[src/rtl/qint_pkg.sv]
package qint_pkg;
  // strobes from control to datapath
  typedef struct packed {
    logic start;   // capture read pointer, clear sum
    logic accEn;   // add one corrected sample
    logic latch;   // load scaled energy
  } qintStrobe_t;

  typedef enum logic [1:0] {
    ST_IDLE,
    ST_GATE,
    ST_HOLD
  } qintState_t;
endpackage

[src/rtl/qint_ctrl.sv]
module qint_ctrl
  import qint_pkg::*;
#(
  parameter int CNT_W = 16
) (
  input  logic             clk,
  input  logic             rstN,
  input  logic             trigIn,
  input  logic [CNT_W-1:0] preEff,
  input  logic [CNT_W-1:0] intLen,
  input  logic [CNT_W-1:0] pileLen,
  output qintStrobe_t      stb,
  output logic             energyVld,
  output logic             pileup,
  output logic             intGate,
  output logic             busy
);
  localparam int LEN_W = CNT_W + 1;

  qintState_t       state;
  logic [LEN_W-1:0] gateCnt;
  logic [CNT_W-1:0] pileCnt;
  logic             pileFlag;
  logic [LEN_W-1:0] gateLen;
  logic [LEN_W-1:0] gateLenEff;
  logic             finishNow;
  logic             pileHit;

  assign gateLen    = {1'b0, preEff} + {1'b0, intLen};
  assign gateLenEff = (gateLen == '0) ? LEN_W'(1) : gateLen;
  assign finishNow  = (state == ST_HOLD) && (pileCnt == '0);
  assign pileHit    = trigIn && (pileCnt != '0);

  always_comb begin
    stb.start = (state == ST_IDLE) && trigIn;
    stb.accEn = (state == ST_GATE);
    stb.latch = finishNow && !pileFlag;
  end

  assign intGate = (state == ST_GATE);
  assign busy    = (state != ST_IDLE);

  always_ff @(posedge clk) begin
    if (!rstN) begin
      state     <= ST_IDLE;
      gateCnt   <= '0;
      pileCnt   <= '0;
      pileFlag  <= 1'b0;
      energyVld <= 1'b0;
      pileup    <= 1'b0;
    end else begin
      energyVld <= 1'b0;
      pileup    <= 1'b0;
      if (stb.start)           pileCnt <= pileLen;
      else if (pileCnt != '0)  pileCnt <= pileCnt - 1'b1;
      case (state)
        ST_IDLE: begin
          if (trigIn) begin
            state    <= ST_GATE;
            gateCnt  <= gateLenEff;
            pileFlag <= 1'b0;
          end
        end
        ST_GATE: begin
          if (pileHit) pileFlag <= 1'b1;
          gateCnt <= gateCnt - 1'b1;
          if (gateCnt == LEN_W'(1)) state <= ST_HOLD;
        end
        ST_HOLD: begin
          if (finishNow) begin
            state     <= ST_IDLE;
            energyVld <= !pileFlag;
            pileup    <= pileFlag;
          end else if (pileHit) begin
            pileFlag <= 1'b1;
          end
        end
        default: state <= ST_IDLE;
      endcase
    end
  end

  // busy only rises on a trigger seen while idle
  p_start_trig_r7: assert property (@(posedge clk) disable iff (!rstN)
    $rose(busy) |-> $past(trigIn));

  // a valid result coincides with the end of the event
  p_vld_end_r5: assert property (@(posedge clk) disable iff (!rstN)
    energyVld |-> $fell(busy));
endmodule

[src/rtl/qint_datapath.sv]
module qint_datapath
  import qint_pkg::*;
#(
  parameter int DATA_W    = 16,
  parameter int ACC_W     = 32,
  parameter int GAIN_W    = 16,
  parameter int PRE_DEPTH = 64,   // power of two
  localparam int AW       = $clog2(PRE_DEPTH)
) (
  input  logic              clk,
  input  logic              rstN,
  input  logic [DATA_W-1:0] sampleIn,
  input  logic [DATA_W-1:0] baseline,
  input  logic [DATA_W-1:0] offset,
  input  logic [GAIN_W-1:0] gain,
  input  logic [AW-1:0]     preEffLo,
  input  qintStrobe_t       stb,
  output logic [DATA_W-1:0] energy
);
  localparam int CORR_W = DATA_W + 2;
  localparam int PROD_W = ACC_W + GAIN_W;

  logic [DATA_W-1:0] delayMem [PRE_DEPTH];
  logic [AW-1:0]     wrPtr;
  logic [AW-1:0]     rdPtr;
  logic [DATA_W-1:0] rdSample;
  logic signed [CORR_W-1:0] corr;
  logic signed [ACC_W-1:0]  accQ;
  logic [PROD_W-1:0] prodU;
  logic [ACC_W-1:0]  scaled;
  logic [DATA_W-1:0] energyNext;

  always_ff @(posedge clk) delayMem[wrPtr] <= sampleIn;

  always_ff @(posedge clk) begin
    if (!rstN) begin
      wrPtr <= '0;
      rdPtr <= '0;
    end else begin
      wrPtr <= wrPtr + 1'b1;
      if (stb.start)      rdPtr <= wrPtr - preEffLo;
      else if (stb.accEn) rdPtr <= rdPtr + 1'b1;
    end
  end

  assign rdSample = delayMem[rdPtr];
  assign corr = $signed({2'b00, rdSample}) - $signed({2'b00, baseline})
              + $signed({{2{offset[DATA_W-1]}}, offset});

  always_ff @(posedge clk) begin
    if (!rstN)          accQ <= '0;
    else if (stb.start) accQ <= '0;
    else if (stb.accEn) accQ <= accQ + ACC_W'(corr);
  end

  assign prodU  = PROD_W'($unsigned(accQ)) * PROD_W'(gain);
  assign scaled = ACC_W'(prodU >> GAIN_W);

  always_comb begin
    if (accQ[ACC_W-1])                energyNext = '0;
    else if (|scaled[ACC_W-1:DATA_W]) energyNext = '1;
    else                              energyNext = scaled[DATA_W-1:0];
  end

  always_ff @(posedge clk) begin
    if (!rstN)          energy <= '0;
    else if (stb.latch) energy <= energyNext;
  end

  // during the gate the read side trails the write side by P+1
  p_rd_lag_r2: assert property (@(posedge clk) disable iff (!rstN)
    stb.accEn |-> (AW'(wrPtr - rdPtr) == AW'(preEffLo + 1'b1)));

  // a negative sum yields zero energy
  p_neg_zero_r4: assert property (@(posedge clk) disable iff (!rstN)
    (stb.latch && accQ[ACC_W-1]) |=> (energy == '0));
endmodule

[src/rtl/pretrig_charge_integrator.sv]
module pretrig_charge_integrator
  import qint_pkg::*;
#(
  parameter int DATA_W    = 16,
  parameter int ACC_W     = 32,
  parameter int CNT_W     = 16,
  parameter int PRE_DEPTH = 64
) (
  input  logic              clk,
  input  logic              rstN,
  input  logic [DATA_W-1:0] sampleIn,
  input  logic              trigIn,
  input  logic [CNT_W-1:0]  intLen,
  input  logic [CNT_W-1:0]  preLen,
  input  logic [CNT_W-1:0]  pileLen,
  input  logic [DATA_W-1:0] gain,
  input  logic [DATA_W-1:0] offset,
  input  logic [DATA_W-1:0] baseline,
  output logic [DATA_W-1:0] energy,
  output logic              energyVld,
  output logic              pileup,
  output logic              intGate,
  output logic              busy
);
  localparam int AW = $clog2(PRE_DEPTH);
  localparam logic [CNT_W-1:0] PRE_MAX = CNT_W'(PRE_DEPTH - 1);

  qintStrobe_t      stb;
  logic [CNT_W-1:0] preEff;

  // pre-trigger length limited by buffer depth
  assign preEff = (preLen > PRE_MAX) ? PRE_MAX : preLen;

  qint_ctrl #(.CNT_W(CNT_W)) u_ctrl (
    .clk(clk), .rstN(rstN), .trigIn(trigIn),
    .preEff(preEff), .intLen(intLen), .pileLen(pileLen),
    .stb(stb), .energyVld(energyVld), .pileup(pileup),
    .intGate(intGate), .busy(busy)
  );

  qint_datapath #(
    .DATA_W(DATA_W), .ACC_W(ACC_W), .GAIN_W(DATA_W), .PRE_DEPTH(PRE_DEPTH)
  ) u_dp (
    .clk(clk), .rstN(rstN), .sampleIn(sampleIn), .baseline(baseline),
    .offset(offset), .gain(gain), .preEffLo(preEff[AW-1:0]),
    .stb(stb), .energy(energy)
  );

  // a rejected event leaves energy untouched
  p_energy_hold_r6: assert property (@(posedge clk) disable iff (!rstN)
    pileup |-> $stable(energy));
endmodule

[config.mk]
export PLATFORM = sky130hd
export DESIGN_NAME = pretrig_charge_integrator
export DESIGN_NICKNAME = d
export VERILOG_FILES = /design/src/rtl/qint_pkg.sv /design/src/rtl/qint_ctrl.sv /design/src/rtl/qint_datapath.sv /design/src/rtl/pretrig_charge_integrator.sv
export SDC_FILE = /design/constraint.sdc
export NUM_CORES = 2
export LEC_CHECK = 0
export BUFFER_PORTS_ARGS = -buffer_cell sky130_fd_sc_hd__buf_2
export CORE_MARGIN = 4
export CORE_UTILIZATION = 45
export DETAILED_ROUTE_END_ITERATION = 12
export PLACE_DENSITY_LB_ADDON = 0.2
export SLEW_MARGIN = 25
export SYNTH_ARGS = -nofsm -noshare
export SYNTH_HDL_FRONTEND = slang
export SYNTH_SLANG_ARGS = --single-unit
[constraint.sdc]
create_clock -name clk -period 10.3 [get_ports clk]
set_input_delay 2.06 -clock clk [delete_from_list [all_inputs] [get_ports clk]]
set_output_delay 2.06 -clock clk [all_outputs]
set_load 0.01 [all_outputs]
==> flow_metrics.tcl <==
set metrics [dict create \
    yosysUniqueCellTypes 82 \
    final-setup-viol-count 0 \
    rows 137 \
    async_reset_ff_frac 0 \
    r2r-end "u_dp.accQ[31]$_SDFFE_PP0P_" \
    final_nets 5372 \
    path_clk_slew_ns 0.06 \
    cpPeakStageDelay_ns 0.65 \
    grt_setup_unrepaired "false" \
    drt_first_pass_iters 5 \
    die_x_um 383.8 \
    tns_ns 0 \
    numCtsBuffers 116 \
    switching_power_w 0.007477 \
    yosys_warnings 0 \
    utilization 0.5072 \
    crit_path_end_kind "flip-flop" \
    maxSlewHeadroom 0.2938 \
    internal_power_w 0.01140 \
    hp-class "reg2reg" \
    grt_pass1_vias 38850 \
    cts_sinks 1128 \
    initial_core_util 0.4544 \
    vias_per_cell 5.610 \
    cts-root-buf "clkbuf_16" \
    run_status "finished clean" \
    multi_input_area_um2 27960 \
    wire_per_inst_um 24.67 \
    combinationalPowerShare 0.485 \
    post_cts_buffers 0 \
    critPathKind "reg2reg" \
    hold-path-endpoint "u_ctrl.gateCnt[9]$_SDFFE_PN0P_" \
    drc 0 \
    hold_start "u_ctrl.gateCnt[9]$_SDFFE_PN0P_" \
    grt_max_degree 80 \
    final_area_um2 70950 \
    worst-path-buf-inv 4 \
    min_period_over_period 0.8667 \
    pin_count 135 \
    via_count 36930 \
    power.leakage_nw 25.92 \
    antennaDiodeCount 0 \
    ys.flop_type "edfxtp_1" \
    grt_pass1_wl_um 247600 \
    syn_to_final_growth_pct 11.63 \
    tightest_slew_ns 1.059 \
    avgSynthCellArea_um2 14.36 \
    stdcell_count 6583 \
    finalPower_w 0.01887 \
    slew_violations 0 \
    synth_top_area_frac 0.4838 \
    synth_area_leaders "edfxtp_1, fa_1, mux4_2" \
    dp_cells 6369 \
    critPathTopFamily "compound AO/OA/AOI/OAI gates" \
    ys_top_cells_by_count "edfxtp_1, inv_1, fa_1" \
    cts_resized 0 \
    switching_share 0.3962 \
    netlist_instances 4426 \
    reg2reg_depth 30 \
    power_density_nw_per_um2 266.0 \
    crit_top_cell "a21oi_1" \
    worstHoldPathCells 2 \
    drt_wl_total_um 162400 \
    period_needed_ns 8.927 \
    antenna_found_initial 6 \
    worst_ir_drop_vdd_v 0.0002365 \
    htree_levels 3 \
    cts-hold-fix-buffers 0 \
    clock_latency_ns 0.72 \
    portBuffers 134 \
    place.gp.congestion 0.8434 \
    start_kind "flip-flop" \
    max_cap_violations 0 \
    ctsLongestPathBuffers 3 \
    power_frac_seq 0.287 \
    drt-initial-drc-count 2920 \
    track_usage 0.2248 \
    drtAntennaViolNets 0 \
    cp_max_fo 27 \
    syn-cell-area_um2 63560 \
    ys_seq_area_frac 0.5166 \
    synth.most_common_cell "edfxtp_1" \
    place_area_um2 67040 \
    fin_skew_ns 0.05811 \
    worstPathRequired_ns 10.89 \
    cts_tree "done" \
    yosys_register_bits 1128 \
    layout.area.seq_um2 32850 \
    drive_above_1_share 0.1765 \
    core_area_um2 139900 \
    die_y_um 383.8 \
    slowest_stage "dfxtp_4" \
    arrival_ns 9.51 \
    die-area_um2 147300 \
    p_clk_frac 0.228 \
    yosys.area.top_type "edfxtp_1" \
    fillCellCount 11870 \
    fmax_mhz 112.0 \
    overflow 0 \
    r2r_slack_ns 1.37 \
    synth_edf_count 1024 \
    dp_hpwl_um 107700 \
    hold_viol_final 0 \
]
## worst register-to-register path: cells and delay by family (launching register included)
kind | cells | cell delay (ns)
flip-flops | 1 | 0.65
adder cells (fa/ha/maj) | 4 | 1.40
buffers and inverters | 4 | 0.85
multiplexers | 3 | 1.82
AND/OR/NAND/NOR | 6 | 1.18
AO/OA/AOI/OAI | 13 | 2.92
## sequential cells by signal, summed over array words and instances, names as in the netlist, named ones only
register / cells
u_ctrl.pileCnt: 16
u_dp.energy: 16
u_dp.accQ: 32
u_dp.rdPtr: 6
u_ctrl.state: 2
u_dp.wrPtr: 6
u_ctrl.pileFlag: 1
u_ctrl.gateCnt: 17
u_ctrl.pileup: 1
u_ctrl.energyVld: 1
u_dp.delayMem: 1024
## metal layers
metal  GRT usage  wire length, µm  vias up
met1      0.3030            65710    19330
met5           0                0        -
li1            -                -    16170
met2      0.3818            81210     1213
met3     0.03310            10520      226
met4     0.06441             4978        0
## power groups by stage
stage | clock network, W | registers, W | logic, W
after floorplan | 0 | 0.00527 | 0.00671
after detailed placement | 0 | 0.00551 | 0.00916
after global routing | 0.00461 | 0.00544 | 0.0103
after CTS | 0.00439 | 0.00542 | 0.00927
final | 0.00430 | 0.00542 | 0.00915
after global placement | 0 | 0.00551 | 0.00915
## stage by stage
| step | worst slack [ns] | hold WS (ns) |
|---|---|---|
| final | 1.373 | 0.4973 |
| after global placement | 1.049 | 0.4602 |
| after detailed placement | 0.9509 | 0.4798 |
| after global routing | 0.7489 | 0.5283 |
| after CTS | 1.335 | 0.4920 |
| after floorplan | 1.546 | 0.4344 |
## cells by family (layout without fill, tap and decap cells)
group / after synthesis / count (layout) / share of synthesized area
flip-flops: 1128 / 1128 / 0.5166
multiplexers: 357 / 357 / 0.1224
AND/OR/NAND/NOR: 1041 / 1041 / 0.08113
XOR/XNOR: 90 / 90 / 0.01240
AO/OA/AOI/OAI: 398 / 398 / 0.04154
other: 1 / 10 / 0.00005900
adder cells (fa/ha/maj): 646 / 646 / 0.1806
buffers and inverters: 765 / 1037 / 0.04534
## worst max path at each step
stage | startpoint | to | slack, ns | cells past startpoint
floorplan | flip-flop | u_dp.accQ[31]$_SDFFE_PP0P_ | 1.55 | 31
finish | flip-flop | u_dp.accQ[31]$_SDFFE_PP0P_ | 1.37 | 30
detailed placement | gain[1] | u_dp.energy[3]$_SDFFE_PN0P_ | 0.95 | 22
CTS | flip-flop | u_dp.accQ[31]$_SDFFE_PP0P_ | 1.34 | 30
global placement | gain[1] | u_dp.energy[10]$_SDFFE_PN0P_ | 1.05 | 23
global route | flip-flop | u_dp.accQ[29]$_SDFFE_PP0P_ | 0.75 | 30
## cell type report
cell class / instances / share of cell area
clock inverter: 73 / 0.01242
timing repair buffer: 269 / 0.02543
inverter: 554 / 0.02931
tap: 1876 / 0.03308
sequential: 1128 / 0.4630
clock buffer: 141 / 0.04268
multi-input combinational: 2542 / 0.3941
## cell usage in the layout (no fill, tap or decap), types with 12 or more instances in the layout
cell / n
clkinv_2: 28
a22oi_1: 20
xor2_1: 40
bufinv_16: 17
mux2i_1: 20
clkbuf_16: 117
o211ai_1: 13
nand2_1: 357
inv_1: 552
mux4_2: 336
nor2_1: 166
nor3_1: 44
fa_1: 452
buf_2: 126
clkbuf_1: 23
nand3_1: 41
nor2_2: 12
xnor2_1: 50
o21ai_0: 75
nand2b_1: 12
nand4_1: 20
o21a_1: 21
a21oi_1: 107
dfxtp_1: 100
a211oi_1: 31
a21o_1: 28
ha_1: 193
buf_4: 135
and2_1: 272
clkinv_1: 18
nor4_1: 26
or3_1: 20
edfxtp_1: 1024
(Power assumes the default switching activity.)
